### src/rtl/dce_pkg.sv
package dce_pkg;
  typedef enum logic [1:0] {
    ST_IDLE  = 2'd0,
    ST_READ  = 2'd1,
    ST_WRITE = 2'd2
  } dce_state_t;

  localparam logic [3:0] IDX_SRC    = 4'd0;
  localparam logic [3:0] IDX_DST    = 4'd1;
  localparam logic [3:0] IDX_SSTEP  = 4'd2;
  localparam logic [3:0] IDX_DSTEP  = 4'd3;
  localparam logic [3:0] IDX_NBYTES = 4'd4;
  localparam logic [3:0] IDX_CITER  = 4'd5;
  localparam logic [3:0] IDX_BITER  = 4'd6;
  localparam logic [3:0] IDX_SCORR  = 4'd7;
  localparam logic [3:0] IDX_DCORR  = 4'd8;
  localparam logic [3:0] IDX_CTRL   = 4'd9;
  localparam logic [3:0] IDX_CLEAR  = 4'd10;

  localparam int CTRL_REQ_EN = 0;
  localparam int CTRL_IRQ_EN = 1;
  localparam int CLR_IRQ     = 0;
  localparam int CLR_DONE    = 1;
endpackage

### src/rtl/dce_addr_lane.sv
module dce_addr_lane #(
  parameter int         ADDR_W   = 16,
  parameter logic [3:0] IDX_ADDR = 4'd0,
  parameter logic [3:0] IDX_STEP = 4'd2,
  parameter logic [3:0] IDX_CORR = 4'd7
) (
  input  logic              clk,
  input  logic              rst,
  input  logic              cfg_we,
  input  logic [3:0]        cfg_idx,
  input  logic [ADDR_W-1:0] cfg_val,
  input  logic              advance,
  input  logic              job_end,
  output logic [ADDR_W-1:0] addr
);
  logic [ADDR_W-1:0] addr_q, step_q, corr_q;
  logic [ADDR_W-1:0] extra;

  assign extra = job_end ? corr_q : '0;
  assign addr  = addr_q;

  always_ff @(posedge clk) begin
    if (rst) begin
      addr_q <= '0;
      step_q <= '0;
      corr_q <= '0;
    end else begin
      if (cfg_we && cfg_idx == IDX_STEP) step_q <= cfg_val;
      if (cfg_we && cfg_idx == IDX_CORR) corr_q <= cfg_val;
      if (advance)
        addr_q <= addr_q + step_q + extra;
      else if (cfg_we && cfg_idx == IDX_ADDR)
        addr_q <= cfg_val;
    end
  end
endmodule

### src/rtl/dce_ctl_regs.sv
module dce_ctl_regs
  import dce_pkg::*;
#(
  parameter int CNT_W = 16,
  parameter int CFG_W = 16
) (
  input  logic             clk,
  input  logic             rst,
  input  logic             cfg_we,
  input  logic [3:0]       cfg_idx,
  input  logic [CFG_W-1:0] cfg_wdata,
  input  logic             burst_end,
  output logic [CNT_W-1:0] nbytes,
  output logic             iter_last,
  output logic             req_en,
  output logic             irq_en,
  output logic             clr_irq,
  output logic             clr_done
);
  logic [CNT_W-1:0] citer_q, biter_q, nbytes_q;
  logic             req_en_q, irq_en_q;

  assign nbytes    = nbytes_q;
  assign req_en    = req_en_q;
  assign irq_en    = irq_en_q;
  assign iter_last = (citer_q <= CNT_W'(1));
  assign clr_irq   = cfg_we && cfg_idx == IDX_CLEAR && cfg_wdata[CLR_IRQ];
  assign clr_done  = cfg_we && cfg_idx == IDX_CLEAR && cfg_wdata[CLR_DONE];

  always_ff @(posedge clk) begin
    if (rst) begin
      citer_q  <= '0;
      biter_q  <= '0;
      nbytes_q <= '0;
      req_en_q <= 1'b0;
      irq_en_q <= 1'b0;
    end else begin
      if (cfg_we && cfg_idx == IDX_NBYTES) nbytes_q <= cfg_wdata[CNT_W-1:0];
      if (cfg_we && cfg_idx == IDX_BITER)  biter_q  <= cfg_wdata[CNT_W-1:0];
      if (cfg_we && cfg_idx == IDX_CTRL) begin
        req_en_q <= cfg_wdata[CTRL_REQ_EN];
        irq_en_q <= cfg_wdata[CTRL_IRQ_EN];
      end
      if (burst_end)
        citer_q <= iter_last ? biter_q : citer_q - CNT_W'(1);
      else if (cfg_we && cfg_idx == IDX_CITER)
        citer_q <= cfg_wdata[CNT_W-1:0];
    end
  end

  // the burst that closes a job leaves the count at its starting value
  a_r3_count_reload: assert property (@(posedge clk) disable iff (rst)
    (burst_end && iter_last && !(cfg_we && cfg_idx == IDX_BITER)) |=> (citer_q == $past(biter_q)));
endmodule

### src/rtl/dce_fsm.sv
module dce_fsm
  import dce_pkg::*;
#(
  parameter int CNT_W = 16
) (
  input  logic             clk,
  input  logic             rst,
  input  logic             req,
  input  logic             req_en,
  input  logic             irq_en,
  input  logic [CNT_W-1:0] nbytes,
  input  logic             iter_last,
  input  logic             clr_irq,
  input  logic             clr_done,
  output logic             ack,
  output logic             rd_en,
  output logic             wr_en,
  output logic             advance,
  output logic             burst_end,
  output logic             job_end,
  output logic             irq,
  output logic             done
);
  dce_state_t       state_q;
  logic [CNT_W-1:0] left_q;
  logic             ack_q, irq_q, done_q, start;

  assign start     = (state_q == ST_IDLE) && req && req_en;
  assign rd_en     = (state_q == ST_READ);
  assign wr_en     = (state_q == ST_WRITE);
  assign advance   = wr_en;
  assign burst_end = wr_en && (left_q <= CNT_W'(1));
  assign job_end   = burst_end && iter_last;
  assign ack       = ack_q;
  assign irq       = irq_q;
  assign done      = done_q;

  always_ff @(posedge clk) begin
    if (rst) begin
      state_q <= ST_IDLE;
      left_q  <= '0;
      ack_q   <= 1'b0;
      irq_q   <= 1'b0;
      done_q  <= 1'b0;
    end else begin
      ack_q <= start;
      case (state_q)
        ST_IDLE:  if (start) begin
                    state_q <= ST_READ;
                    left_q  <= nbytes;
                  end
        ST_READ:  state_q <= ST_WRITE;
        ST_WRITE: begin
                    left_q  <= left_q - CNT_W'(1);
                    state_q <= burst_end ? ST_IDLE : ST_READ;
                  end
        default:  state_q <= ST_IDLE;
      endcase
      if (job_end && irq_en) irq_q <= 1'b1;
      else if (clr_irq)      irq_q <= 1'b0;
      if (job_end)           done_q <= 1'b1;
      else if (clr_done)     done_q <= 1'b0;
    end
  end

  // acknowledge coincides with the first read of a burst
  a_r8_ack_in_read: assert property (@(posedge clk) disable iff (rst)
    ack_q |-> (state_q == ST_READ));
  // every read is followed by a write
  a_r1_read_then_write: assert property (@(posedge clk) disable iff (rst)
    (state_q == ST_READ) |=> (state_q == ST_WRITE));
  // with requests disabled the engine stays idle
  a_r7_stay_idle: assert property (@(posedge clk) disable iff (rst)
    (state_q == ST_IDLE && !req_en) |=> (state_q == ST_IDLE));
  // interrupt only rises when enabled
  a_r5_irq_needs_enable: assert property (@(posedge clk) disable iff (rst)
    $rose(irq_q) |-> $past(irq_en));
  // done only rises after a write cycle
  a_r6_done_after_write: assert property (@(posedge clk) disable iff (rst)
    $rose(done_q) |-> ($past(state_q) == ST_WRITE));
endmodule

### src/rtl/desc_copy_engine.sv
module desc_copy_engine
  import dce_pkg::*;
#(
  parameter int ADDR_W = 16,
  parameter int CNT_W  = 16,
  parameter int CFG_W  = (ADDR_W > CNT_W) ? ADDR_W : CNT_W
) (
  input  logic              clk,
  input  logic              rst,
  input  logic              cfg_we,
  input  logic [3:0]        cfg_idx,
  input  logic [CFG_W-1:0]  cfg_wdata,
  input  logic              dma_req,
  output logic              dma_ack,
  output logic              irq,
  output logic              done,
  output logic              mem_rd_en,
  output logic [ADDR_W-1:0] mem_rd_addr,
  input  logic [7:0]        mem_rd_data,
  output logic              mem_wr_en,
  output logic [ADDR_W-1:0] mem_wr_addr,
  output logic [7:0]        mem_wr_data
);
  localparam int LANES = 2;

  logic [CNT_W-1:0]  nbytes;
  logic              iter_last, req_en, irq_en, clr_irq, clr_done;
  logic              advance, burst_end, job_end;
  logic [ADDR_W-1:0] lane_addr [LANES];

  for (genvar g = 0; g < LANES; g++) begin : g_lane
    dce_addr_lane #(
      .ADDR_W  (ADDR_W),
      .IDX_ADDR(IDX_SRC   + 4'(g)),
      .IDX_STEP(IDX_SSTEP + 4'(g)),
      .IDX_CORR(IDX_SCORR + 4'(g))
    ) u_lane (
      .clk    (clk),
      .rst    (rst),
      .cfg_we (cfg_we),
      .cfg_idx(cfg_idx),
      .cfg_val(cfg_wdata[ADDR_W-1:0]),
      .advance(advance),
      .job_end(job_end),
      .addr   (lane_addr[g])
    );
  end

  dce_ctl_regs #(.CNT_W(CNT_W), .CFG_W(CFG_W)) u_ctl (
    .clk      (clk),
    .rst      (rst),
    .cfg_we   (cfg_we),
    .cfg_idx  (cfg_idx),
    .cfg_wdata(cfg_wdata),
    .burst_end(burst_end),
    .nbytes   (nbytes),
    .iter_last(iter_last),
    .req_en   (req_en),
    .irq_en   (irq_en),
    .clr_irq  (clr_irq),
    .clr_done (clr_done)
  );

  dce_fsm #(.CNT_W(CNT_W)) u_fsm (
    .clk      (clk),
    .rst      (rst),
    .req      (dma_req),
    .req_en   (req_en),
    .irq_en   (irq_en),
    .nbytes   (nbytes),
    .iter_last(iter_last),
    .clr_irq  (clr_irq),
    .clr_done (clr_done),
    .ack      (dma_ack),
    .rd_en    (mem_rd_en),
    .wr_en    (mem_wr_en),
    .advance  (advance),
    .burst_end(burst_end),
    .job_end  (job_end),
    .irq      (irq),
    .done     (done)
  );

  assign mem_rd_addr = lane_addr[0];
  assign mem_wr_addr = lane_addr[1];
  assign mem_wr_data = mem_rd_data;
endmodule

### config.mk
export PLATFORM = sky130hd
export DESIGN_NAME = desc_copy_engine
export DESIGN_NICKNAME = d
export VERILOG_FILES = /design/src/rtl/dce_pkg.sv /design/src/rtl/dce_addr_lane.sv /design/src/rtl/dce_ctl_regs.sv /design/src/rtl/dce_fsm.sv /design/src/rtl/desc_copy_engine.sv
export SDC_FILE = /design/constraint.sdc
export NUM_CORES = 1
export LEC_CHECK = 0
export CAP_MARGIN = 15
export CORE_MARGIN = 2
export CORE_UTILIZATION = 60
export CTS_BUF_LIST = sky130_fd_sc_hd__clkbuf_8 sky130_fd_sc_hd__clkbuf_16
export DETAILED_ROUTE_END_ITERATION = 8
export GPL_TIMING_DRIVEN = 0
export HOLD_SLACK_MARGIN = 0.15
export PLACE_DENSITY = 0.82
export SLEW_MARGIN = 20
export SYNTH_ARGS = -nofsm -noshare
export SYNTH_HDL_FRONTEND = slang
export SYNTH_SLANG_ARGS = --single-unit
### constraint.sdc
create_clock -name clk -period 6.5 [get_ports clk]
set_input_delay 1.3 -clock clk [delete_from_list [all_inputs] [get_ports clk]]
set_output_delay 1.3 -clock clk [all_outputs]
set_load 0.01 [all_outputs]
==> impl_metrics.yaml <==
global_routing:
  grtUsageTotal: 0.376
  grt_pass1_wl_um: 47800
  overflow: 0
  antenna_found_initial: 0
  grt_pass1_vias: 8843
  grt_start_max_net_pins: 17
setup_path:
  r2r-end: "g_lane[0].u_lane.addr[14]"
  setup.worst_path.end: "g_lane[0].u_lane.addr[14]"
  path_class: "reg -> reg"
  path_cells: "nor4_1 > nand2_1 > nor4_2 > clkbuf_1 > and3_1 > fa_1 > ha_1 > a211oi_1 > nor2_1 > a2111oi_0 > o31ai_1 > xnor2_1 > a21oi_1"
  slowest_stage: "a2111oi_0"
  end_kind: "flop"
  reg2reg_slack_ns: 0.91
  start_kind: "flop"
  critical_path.max_fanout: 10
  reg2regPathDepth: 13
  critPathRequiredTime_ns: 6.79
  crit_start: "u_fsm.left_q[7]"
  slowest_delay_ns: 0.97
  cp.arrival_ns: 5.88
  reg2reg_from: "u_fsm.left_q[7]"
power:
  power_mw: 2.34
  ir_drop_mv: 0.224
  power_density_mw_per_mm2: 213
  power_leakage_nw: 4.36
logic_synthesis:
  synth_area_leaders: "dfxtp_1, nand2_1, a21oi_1"
  async_flop_share: 0
  synth_fp_nets: 1315
  synth_common_cells: "nand2_1, dfxtp_1, a21oi_1, clkbuf_1, nor2_1"
  synth_edf_count: 0
  synth_top_family_by_area: "simple AND/OR/NAND/NOR gates"
  yosysWarnings: 0
  ys_ff_latch: 167
  syn_inst: 1219
  synth-compound-area-share: 0.191
  synthAdderAreaFrac: 0.109
  synth_top_area_share: 0.349
  syn-mean-instance-area_um2: 7.85
  synth_seq_area_share: 0.349
  synth_ff_type: "dfxtp_1"
  yosysUniqueCellTypes: 74
  synth-simple-area-share: 0.250
  netlist_area_mm2: 0.00957
  synth_top_area_cell: "dfxtp_1"
  synth.most_common_cell: "nand2_1"
  synth-xor-area-share: 0.0265
  synth_mux_area_frac: 0.0239
cts:
  cts.path.max_buffers: 2
  cts_hold_buf: 0
  cts_resized: 0
  cts_tree: "yes"
  cts_buffers: 17
  clkTransAtPathRegs_ns: 0.07
  clock-sinks: 167
  cts_setup_buffers: 0
  htreeDepth: 4
  clk-insertion-delay-late_ns: 0.44
  cts-root-buf: "clkbuf_16"
floorplan:
  io_pins: 77
  die_w_um: 130
  die_area_mm2: 0.0170
  fp.dieH_um: 130
  rows: 46
  start_util: 0.609
  coreArea_mm2: 0.0157
timing:
  max_slew.worst_pin.slew_ns: 1.08
  slew_headroom: 0.262
  fin_crit_sh: 0.860
  hold_violations: 0
  finClkSkew_ns: 0.00839
  setup_viol: 0
  tns_ns: 0
  max_freq_mhz: 179
  hold_slack_ns: 0.450
  timing.final.crit_period_ns: 5.59
  rsz0062_at_grt: "no"
  slew_violations: 0
  fin_ws_ns: 0.908
drt:
  drt_wl_total_um: 31300
  wire_per_inst_um: 20.6
  ant_nets: 0
  route.detailed.drc: 0
  drt_pre_antenna_iters: 5
  first_iter_violations: 1413
  via_per_inst: 6.40
  vias: 9726
placed_design:
  post-place-cells: 1487
  dp_hpwl_um: 21400
  gp_congestion: 0.969
  portBuffers: 52
  dpl_cell_area_mm2: 0.0104
  pre_cts_ws_ns: 1.23
cells_and_area:
  area_growth_pct: 14.6
  finalInstanceArea_mm2: 0.0110
  drive_above_1_share: 0.0430
  fin_util: 0.698
  instances_no_fill: 1519
  n_antenna_cell: 0
  final_nets: 1386
outcome:
  outcome: "finished, final reports clean"
flow_run:
  drv_cap: 0
worst_hold_path:
  hold_class: "reg -> reg"
## per-layer routing
layer  up-vias  track usage  routed length [um]
met4         0        0.207                1760
met3       121       0.0816                3350
met1      4578        0.490               12300
li1       4401            -                   -
met2       626        0.583               13900
met5         -            0                   0
## worst min-delay path by stage
stage	to	depth (start not counted)	start
finish	g_lane[0].u_lane.corr_q[1]	2	g_lane[0].u_lane.corr_q[1]
floorplan	g_lane[0].u_lane.corr_q[10]	2	g_lane[0].u_lane.corr_q[10]
global placement	g_lane[0].u_lane.corr_q[11]	2	g_lane[0].u_lane.corr_q[11]
CTS	g_lane[0].u_lane.corr_q[1]	2	g_lane[0].u_lane.corr_q[1]
global route	g_lane[1].u_lane.corr_q[8]	2	g_lane[1].u_lane.corr_q[8]
detailed placement	g_lane[1].u_lane.corr_q[11]	2	g_lane[1].u_lane.corr_q[11]
## cell families after synthesis
logic type / Yosys count
and+or+nand+nor: 525
AOI/OAI and AO/OA: 294
DFF: 167
buffers and inverters: 118
adders and majority gates: 64
xor gates and xnor gates: 29
muxes: 22
## state kept, by name, indices dropped and copies added, names as in the netlist
register	count
g_lane.u_lane.addr	32
g_lane.u_lane.corr_q	32
g_lane.u_lane.step_q	32
u_ctl.biter_q	16
u_ctl.citer_q	16
u_ctl.irq_en	1
u_ctl.nbytes	16
u_ctl.req_en	1
u_fsm.ack	1
u_fsm.done	1
u_fsm.irq	1
u_fsm.left_q	16
u_fsm.state_q	2
## cell usage in the layout, fill, tap and decap left out, types with 6 or more instances in the layout
cell type and instances:
fa_1 32, mux2_2 6, o21ai_1 6, a21oi_1 153, and3_1 46, nand4_1 6
a21o_1 6, nor4_1 7, inv_1 24, clkdlybuf4s50_1 52, nand3_1 29, a211oi_1 35
clkbuf_16 17, nor3_1 18, o21ai_0 21, nor2_1 81, clkbuf_1 82, or4_1 7
nor2b_1 8, mux2i_1 15, xor2_1 10, a311oi_1 7, ha_1 32, and2_1 6
xnor2_1 19, buf_4 8, nand2_1 281, dfxtp_1 167
## final cells by class
| type | instances | area, um2 |
|---|---|---|
| multi-input combinational | 934 | 5750 |
| fill | 1290 | 4740 |
| sequential | 167 | 3340 |
| timing repair buffer | 52 | 520 |
| clock buffer | 21 | 480 |
| buffer | 96 | 393 |
| tap | 216 | 270 |
| clock inverter | 11 | 130 |
| inverter | 22 | 82.6 |
## where the power goes
part	internal [mW]	switching, mW
registers	1.04	0.0115
clock network	0.639	0.431
logic	0.0685	0.149
## critical path, delay by kind of cell (launching register included)
family                     cells  cell delay (ns)
DFF                            1             0.35
adders and majority gates      2             0.77
and+or+nand+nor                5             2.10
xor gates and xnor gates       1             0.20
buffers and inverters          1             0.40
AOI/OAI and AO/OA              4             1.60
Note: power is estimated with default switching activity, not from simulation.
